`config.mk`:
```
export PLATFORM = sky130hd
export DESIGN_NAME = irq_vector_encoder
export DESIGN_NICKNAME = d
export VERILOG_FILES = /design/src/rtl/ivec_pkg.sv /design/src/rtl/ivec_pend.sv /design/src/rtl/ivec_mask.sv /design/src/rtl/ivec_prio.sv /design/src/rtl/irq_vector_encoder.sv
export SDC_FILE = /design/constraint.sdc
export NUM_CORES = 1
export LEC_CHECK = 0
export ABC_CLOCK_PERIOD_IN_PS = 2000
export BUFFER_PORTS_ARGS = -buffer_cell sky130_fd_sc_hd__buf_2
export CORE_ASPECT_RATIO = 0.75
export CORE_MARGIN = 4
export CORE_UTILIZATION = 55
export DETAILED_ROUTE_END_ITERATION = 10
export GPL_TIMING_DRIVEN = 0
export HOLD_SLACK_MARGIN = 0.05
export PLACE_DENSITY = 0.89
export REMOVE_ABC_BUFFERS = 1
export SLEW_MARGIN = 20
export SYNTH_ARGS = -nofsm -noshare
export SYNTH_HDL_FRONTEND = slang
export SYNTH_SLANG_ARGS = --single-unit
```
`constraint.sdc`:
```
create_clock -name clk -period 2 [get_ports clk]
set_input_delay 0 -clock clk [delete_from_list [all_inputs] [get_ports clk]]
set_output_delay 0 -clock clk [all_outputs]
set_load 0.05 [all_outputs]
```
`src/rtl/ivec_pkg.sv`:
```
package ivec_pkg;
  localparam int WORD_W = 32;
  localparam int CODE_W = 8;

  typedef enum logic {
    SEL_MASK = 1'b0,
    SEL_VEC  = 1'b1
  } bus_sel_e;
endpackage

```
`src/rtl/ivec_pend.sv`:
```
module ivec_pend #(
  parameter int NSRC = 32,
  parameter int EPS  = 2
) (
  input  logic                clk,
  input  logic                rst_n,
  input  logic [NSRC*EPS-1:0] evt_i,
  output logic [NSRC-1:0]     pend_o
);
  logic [NSRC-1:0] pend_d;

  for (genvar n = 0; n < NSRC; n++) begin : g_src
    assign pend_d[n] = |evt_i[n*EPS +: EPS];
  end

  always_ff @(posedge clk) begin
    if (!rst_n) pend_o <= '0;
    else        pend_o <= pend_d;
  end

  // Each pending bit follows its own event group one clock later.
  assert_pend_follow_R3: assert property (@(posedge clk) disable iff (!rst_n)
    (evt_i[EPS-1:0] == '0) |=> !pend_o[0]);
endmodule

```
`src/rtl/ivec_mask.sv`:
```
module ivec_mask
  import ivec_pkg::*;
#(
  parameter int NSRC = 32
) (
  input  logic              clk,
  input  logic              rst_n,
  input  logic              wr_i,
  input  logic              clr_i,
  input  logic [NSRC-1:0]   wdata_i,
  input  logic [NSRC-1:0]   pend_i,
  output logic [NSRC-1:0]   mask_o,
  output logic              err_o,
  output logic              race_o
);
  logic [NSRC-1:0] drop_hit;
  logic [NSRC-1:0] keep_hit;

  assign drop_hit = pend_i & mask_o & ~wdata_i;
  assign keep_hit = pend_i & wdata_i;
  assign race_o   = wr_i && (|drop_hit) && !(|keep_hit);

  always_ff @(posedge clk) begin
    if (!rst_n)    mask_o <= '0;
    else if (wr_i) mask_o <= wdata_i;
  end

  always_ff @(posedge clk) begin
    if (!rst_n)       err_o <= 1'b0;
    else if (race_o)  err_o <= 1'b1;
    else if (clr_i)   err_o <= 1'b0;
  end

  assert_mask_load_R2: assert property (@(posedge clk) disable iff (!rst_n)
    wr_i |=> (mask_o == $past(wdata_i)));

  assert_err_hold_R9: assert property (@(posedge clk) disable iff (!rst_n)
    (err_o && !clr_i) |=> err_o);
endmodule

```
`src/rtl/ivec_prio.sv`:
```
module ivec_prio
  import ivec_pkg::*;
#(
  parameter int NSRC = 32
) (
  input  logic              clk,
  input  logic              rst_n,
  input  logic [NSRC-1:0]   act_i,
  output logic [CODE_W-1:0] vec_o
);
  logic [CODE_W-1:0] win;

  always_comb begin
    win = '0;
    for (int i = NSRC - 1; i >= 0; i--) begin
      if (act_i[i]) win = CODE_W'(i + 1);
    end
  end

  always_ff @(posedge clk) begin
    if (!rst_n) vec_o <= '0;
    else        vec_o <= win;
  end

  assert_top_prio_R4: assert property (@(posedge clk) disable iff (!rst_n)
    act_i[0] |=> (vec_o == CODE_W'(1)));

  assert_idle_code_R6: assert property (@(posedge clk) disable iff (!rst_n)
    (act_i == '0) |=> (vec_o == '0));
endmodule

```
`src/rtl/irq_vector_encoder.sv`:
```
module irq_vector_encoder
  import ivec_pkg::*;
#(
  parameter int NSRC = 32,
  parameter int EPS  = 2
) (
  input  logic                clk,
  input  logic                rst_n,
  input  logic [NSRC*EPS-1:0] evt_i,
  input  logic                bus_wr,
  input  logic                bus_rd,
  input  logic                bus_sel,
  input  logic [WORD_W-1:0]   bus_wdata,
  output logic [WORD_W-1:0]   bus_rdata,
  output logic                irq_o
);
  localparam int PAD_W = WORD_W - CODE_W;

  logic [NSRC-1:0]   pend;
  logic [NSRC-1:0]   mask;
  logic [NSRC-1:0]   act;
  logic [CODE_W-1:0] vec;
  logic              err;
  logic              race;
  logic              mask_wr;
  logic              vec_rd;

  assign mask_wr = bus_wr && (bus_sel == SEL_MASK);
  assign vec_rd  = bus_rd && (bus_sel == SEL_VEC);
  assign act     = pend & mask;
  assign irq_o   = (|act) || err;

  ivec_pend #(.NSRC(NSRC), .EPS(EPS)) u_pend (
    .clk(clk), .rst_n(rst_n), .evt_i(evt_i), .pend_o(pend)
  );

  ivec_mask #(.NSRC(NSRC)) u_mask (
    .clk(clk), .rst_n(rst_n), .wr_i(mask_wr), .clr_i(vec_rd),
    .wdata_i(bus_wdata[NSRC-1:0]), .pend_i(pend),
    .mask_o(mask), .err_o(err), .race_o(race)
  );

  ivec_prio #(.NSRC(NSRC)) u_prio (
    .clk(clk), .rst_n(rst_n), .act_i(act), .vec_o(vec)
  );

  always_ff @(posedge clk) begin
    if (!rst_n) bus_rdata <= '0;
    else if (bus_rd) begin
      if (bus_sel == SEL_VEC) bus_rdata <= {vec, {PAD_W{1'b0}}};
      else                    bus_rdata <= WORD_W'(mask);
    end
  end

  assert_vec_pad_R5: assert property (@(posedge clk) disable iff (!rst_n)
    vec_rd |=> (bus_rdata[PAD_W-1:0] == '0));

  assert_race_irq_R8: assert property (@(posedge clk) disable iff (!rst_n)
    race |=> irq_o);

  assert_irq_act_R7: assert property (@(posedge clk) disable iff (!rst_n)
    (|act) |-> irq_o);
endmodule

```
# Word-level counts from Yosys, hierarchy flattened

Index checks and enable logic that the tools add are counted.

Register bits: 103
Input port bits: 101
Output and inout port bits: 33

Multiplexer cells: 35
Bitwise operators: 6
Reductions and logical operators: 47

Operators by type and width:

| cell                | count |
|---|---|
| $reduce_or A32 Y1   | 4 |
| $and A32 B32 Y32    | 3 |
| $mux W5             | 16 |
| $reduce_or A2 Y1    | 33 |
| $mux W32            | 1 |
| $mux W4             | 8 |
| $not A32 Y32        | 1 |
| $reduce_or A16 Y1   | 1 |
| $mux W3             | 4 |
| $reduce_or A8 Y1    | 1 |
| $mux W6             | 1 |
| $logic_and A1 B1 Y1 | 4 |
| $mux W2             | 2 |
| $reduce_or A4 Y1    | 1 |
| $mux W1             | 3 |
| $not A1 Y1          | 2 |
| $reduce_bool A2 Y1  | 1 |
| $logic_not A1 Y1    | 1 |
| $logic_or A1 B1 Y1  | 1 |

# Logic depth before layout (Yosys ltp)

Depth after elaboration: 33
Mapped depth: 7
Depth with buffers taken out: 5

# Modules after synthesis

A second synthesis with hierarchy kept.

Cells, all modules: 535
Area total of the unflattened synthesis: 4904.7 µm²

Modules (own cells, without submodules):

| module             | times used | cells each | area an instance (µm²) |
|---|---|---|---|
| ivec_mask          | 1          | 204        | 1841.8 |
| irq_vector_encoder | 1          | 188        | 1596.5 |
| ivec_pend          | 1          | 67         | 914.6 |
| ivec_prio          | 1          | 76         | 551.8 |

# Worst setup path after synthesis

OpenSTA, ideal clock, no wires.

Path type: reg2out
From: register u_pend.pend_o[23]
To: output irq_o
Arrival time: 1552 ps
Slack: 448 ps
Stages on the path, launching flop included: 5
Path through: dfxtp_1 -> a22o_1 -> nor3_2 -> nand2_1 -> or4_1

Cells in the longest elaborated chain, start to end: 3

Ends and longest elaborated chain:

| what                     | RTL line                 | text |
|---|---|---|
| start: declaration       | ivec_pend.sv:8           | `output logic [NSRC-1:0] pend_o` |
| start signal: assignment | ivec_pend.sv:18          | `else pend_o <= pend_d;` |
| $and A32 B32 Y32         | irq_vector_encoder.sv:30 | `assign act = pend & mask;` |
| $reduce_or A32 Y1        | irq_vector_encoder.sv:31 | `assign irq_o = (\|act) \|\| err;` |
| $logic_or A1 B1 Y1       | irq_vector_encoder.sv:31 |  |
| end: declaration         | irq_vector_encoder.sv:15 | `output logic irq_o` |

No other way between the ends.

# Final worst setup path

From: register u_mask.mask_o[29]
To: output irq_o

Cells in the longest elaborated chain, start to end: 3

Ends and longest elaborated chain:

| what                     | RTL line                 | text |
|---|---|---|
| start: declaration       | ivec_mask.sv:12          | `output logic [NSRC-1:0] mask_o,` |
| start signal: assignment | ivec_mask.sv:25          | `else if (wr_i) mask_o <= wdata_i;` |
| $and A32 B32 Y32         | irq_vector_encoder.sv:30 |  |
| $reduce_or A32 Y1        | irq_vector_encoder.sv:31 |  |
| $logic_or A1 B1 Y1       | irq_vector_encoder.sv:31 |  |

No other way between the ends.

==> impl_metrics.toml <==
[timing]
finalCritPeriodShare = 1.03
rsz0062_at_grt = "true"
worstMarginPinSlew_ps = 920
relSlewSlack = 0.387
fmax_mhz = 487
drv_slew = 0
layout_min_cycle_time_ps = 2050
fin_worst_skew_ps = 7.13
setup_violations = 1
setup_ws_ps = -53.6
finalHoldViolCount = 0

[global_routing]
grt_pass1_wl_um = 28000
antenna_found_initial = 0
grt_max_degree = 102
grt_pass1_vias = 5240
grt_use_total = 0.370
gr-total-overflow = 0

[power_and_ir_drop]
internal_power_w = 0.00313
vdd_ir_drop_max_uv = 577
switchingPower_w = 0.00124
clockPowerShare = 0.298
p_leak_nw = 2.78
sw_frac_of_total = 0.284
comb_power_share = 0.188
seq_power_share = 0.514
power_density_nw_per_um2 = 682

[clocking]
htree_levels = 3
path_clk_slew_ps = 90
cts_root_buf = "clkbuf_8"
cts_tree = "built"
cts_buffer_depth = 2
clock_latency_ps = 380
cts_buffers = 9
clock_sink_count = 103

[floorplanning]
die_y_um = 86.2
die_w_um = 112
initial_core_util = 0.566
io_pins = 134
fp.dieArea_sq_um = 9670
core_sq_um = 7920
num_rows = 28

[placement]
place_congestion = 0.915
place_inst = 740
dp_slack_ps = -98.5
io_buffers = 133
dpl.hpwl_um = 10400

[outcome]
run_status = "finished, violations left"
violations = "negative setup slack"

[drt]
num_vias = 5076
final_antenna_net_count = 0
drt_iter0_drc = 462
via_per_inst = 5.93
route.detailed.drc = 0
drtPass1Iterations = 5
routed_wl_um = 17600
avgRoutedWirePerCell_um = 20.6

[cells_and_area]
n_antenna_cell = 0
drive_gt1_frac = 0.225
layout.nets = 847
layout.cells.non_filler = 856
multi_input_area_sq_um = 2240
area_delta_synth_final_pct = 42.8
fillers = 474
seq_area_sq_um = 2060

[setup_path]
crit_type = "register to primary output"
crit_required_ps = 2000
cp_max_fo = 4
worstSetupEndpointType = "primary output"
crit_arrival_ps = 2050
startpoint_type = "register"

[logic_synthesis]
synth.distinct_cells = 42
synth_most_common_cell = "nand2_1"
syn_avg_cell_area_sq_um = 8.42
ys_ff_latch = 103
synth_area_leaders = "dfxtp_1, nand2_1, a21boi_0"
synth_area_sq_um = 4480
synth_top_area_cell = "dfxtp_1"
netlist_instances = 532
synth_edf_count = 0
synthArstFlopShare = 0
ys.warnings.count = 0
ys_seq_area_frac = 0.460
synth_flop_cell = "dfxtp_1"
synth_commonest_cells = "nand2_1, dfxtp_1, o22ai_1"
synth_top_area_frac = 0.460

[worst_hold_path]
worstHoldPathType = "input pin to register"

[run]
cap_violations = 0
-- kinds of logic (layout without fill, tap and decap cells) --
group	after synthesis	in the layout	synth area share
and+or+nand+nor	206	206	0.209
DFF	103	103	0.460
buffers and inverters	57	276	0.0497
AOI/OAI and AO/OA	160	160	0.267
muxes	6	6	0.0134
-- final timing paths --
path | slack (ps) | cells after the start | startpoint | end
max | -50 | 6 | u_mask.mask_o[29] | irq_o
min | 220 | 3 | bus_rd | bus_rdata[27]
max reg2reg | 100 | 5 | u_mask.mask_o[21] | u_prio.vec_o[3]
min reg2reg | 500 | 2 | u_mask.mask_o[31] | u_mask.mask_o[31]
-- timing repair --
action,in CTS,in global routing
hold endpoints to repair,64,0
hold buffers,96,0
buffers inserted,4,0
setup endpoints to repair,1,1
pin swaps,6,1
gates resized for setup,11,2
-- cells in the final DEF, fill, tap and decap left out, types with 2 or more instances in the layout --
cell type,synthesis,layout
a22oi_2,4,4
o2111ai_1,4,4
o211a_1,6,6
o22ai_1,38,38
dlygate4sd3_1,0,96
nor2_1,4,3
a22o_1,5,5
dfxtp_1,103,101
nand3_2,0,4
a211oi_1,2,2
mux2i_1,6,6
dfxtp_2,0,2
nand2_2,0,2
buf_4,0,6
a21boi_0,32,32
nand2b_1,3,2
a21oi_1,8,8
nand3b_1,6,6
buf_2,7,130
nor4_1,4,4
a22oi_1,11,11
and2_1,28,28
a32oi_1,2,2
clkinvlp_4,0,2
nand4_1,8,8
o211ai_1,3,3
nand2_1,138,136
a221oi_1,3,3
o21a_1,32,32
a32o_1,3,3
clkbuf_8,0,9
nand3_1,7,3
clkbuf_1,16,2
nor3_1,2,2
inv_1,27,27
-- worst max-delay path: stages (launching register included) --
cell and delay [ps]:
dfxtp_2 360, a22oi_2 240, nand3_2 130, nor3_2 150, nand2_1 120, or4_4 500
buf_6 170
-- sequential cells by signal, indices dropped and copies added, names as in the netlist --
name / flops
u_prio.vec_o: 6
u_mask.err_o: 1
bus_rdata: 32
u_mask.mask_o: 32
u_pend.pend_o: 32
-- power groups by stage --
| stage | clock network, W | logic [W] | registers [W] |
|---|---|---|---|
| floorplan | 0 | 0.000266 | 0.00231 |
| global placement | 0 | 0.000584 | 0.00228 |
| detailed placement | 0 | 0.000597 | 0.00228 |
| CTS | 0.00130 | 0.000781 | 0.00223 |
| global route | 0.00137 | 0.000880 | 0.00225 |
| finish | 0.00130 | 0.000822 | 0.00224 |
-- layer usage --
metal | up-vias | wire length [um] | track usage
met2 | 322 | 8260 | 0.628
met3 | 61 | 1770 | 0.104
met5 | - | 0 | 0
met1 | 2395 | 7090 | 0.460
met4 | 0 | 525 | 0.119
li1 | 2298 | - | -
-- final cells by class --
| cell class | instances | area share |
|---|---|---|
| clock buffer | 11 | 0.0205 |
| clock inverter | 5 | 0.00919 |
| multi-input combinational | 372 | 0.350 |
| tap | 105 | 0.0205 |
| inverter | 27 | 0.0158 |
| timing repair buffer | 233 | 0.261 |
| sequential | 103 | 0.323 |
-- through the flow --
| step | utilization | instance area (sq um) | power, W | setup TNS, ps | hold WS (ps) |
|---|---|---|---|---|---|
| final | 0.808 | 6400 | 0.00436 | -53.6 | 224 |
| after global routing | 0.808 | 6400 | 0.00450 | -136 | 228 |
| after CTS | 0.807 | 6390 | 0.00431 | -24.4 | 190 |
| after detailed placement | 0.653 | 5170 | 0.00288 | -98.5 | 198 |
| after global placement | 0.651 | 5150 | 0.00286 | -19900 | 196 |
| after floorplan | - | 4360 | 0.00257 | 0 | 110 |
Power figures use the tool's default switching activity.
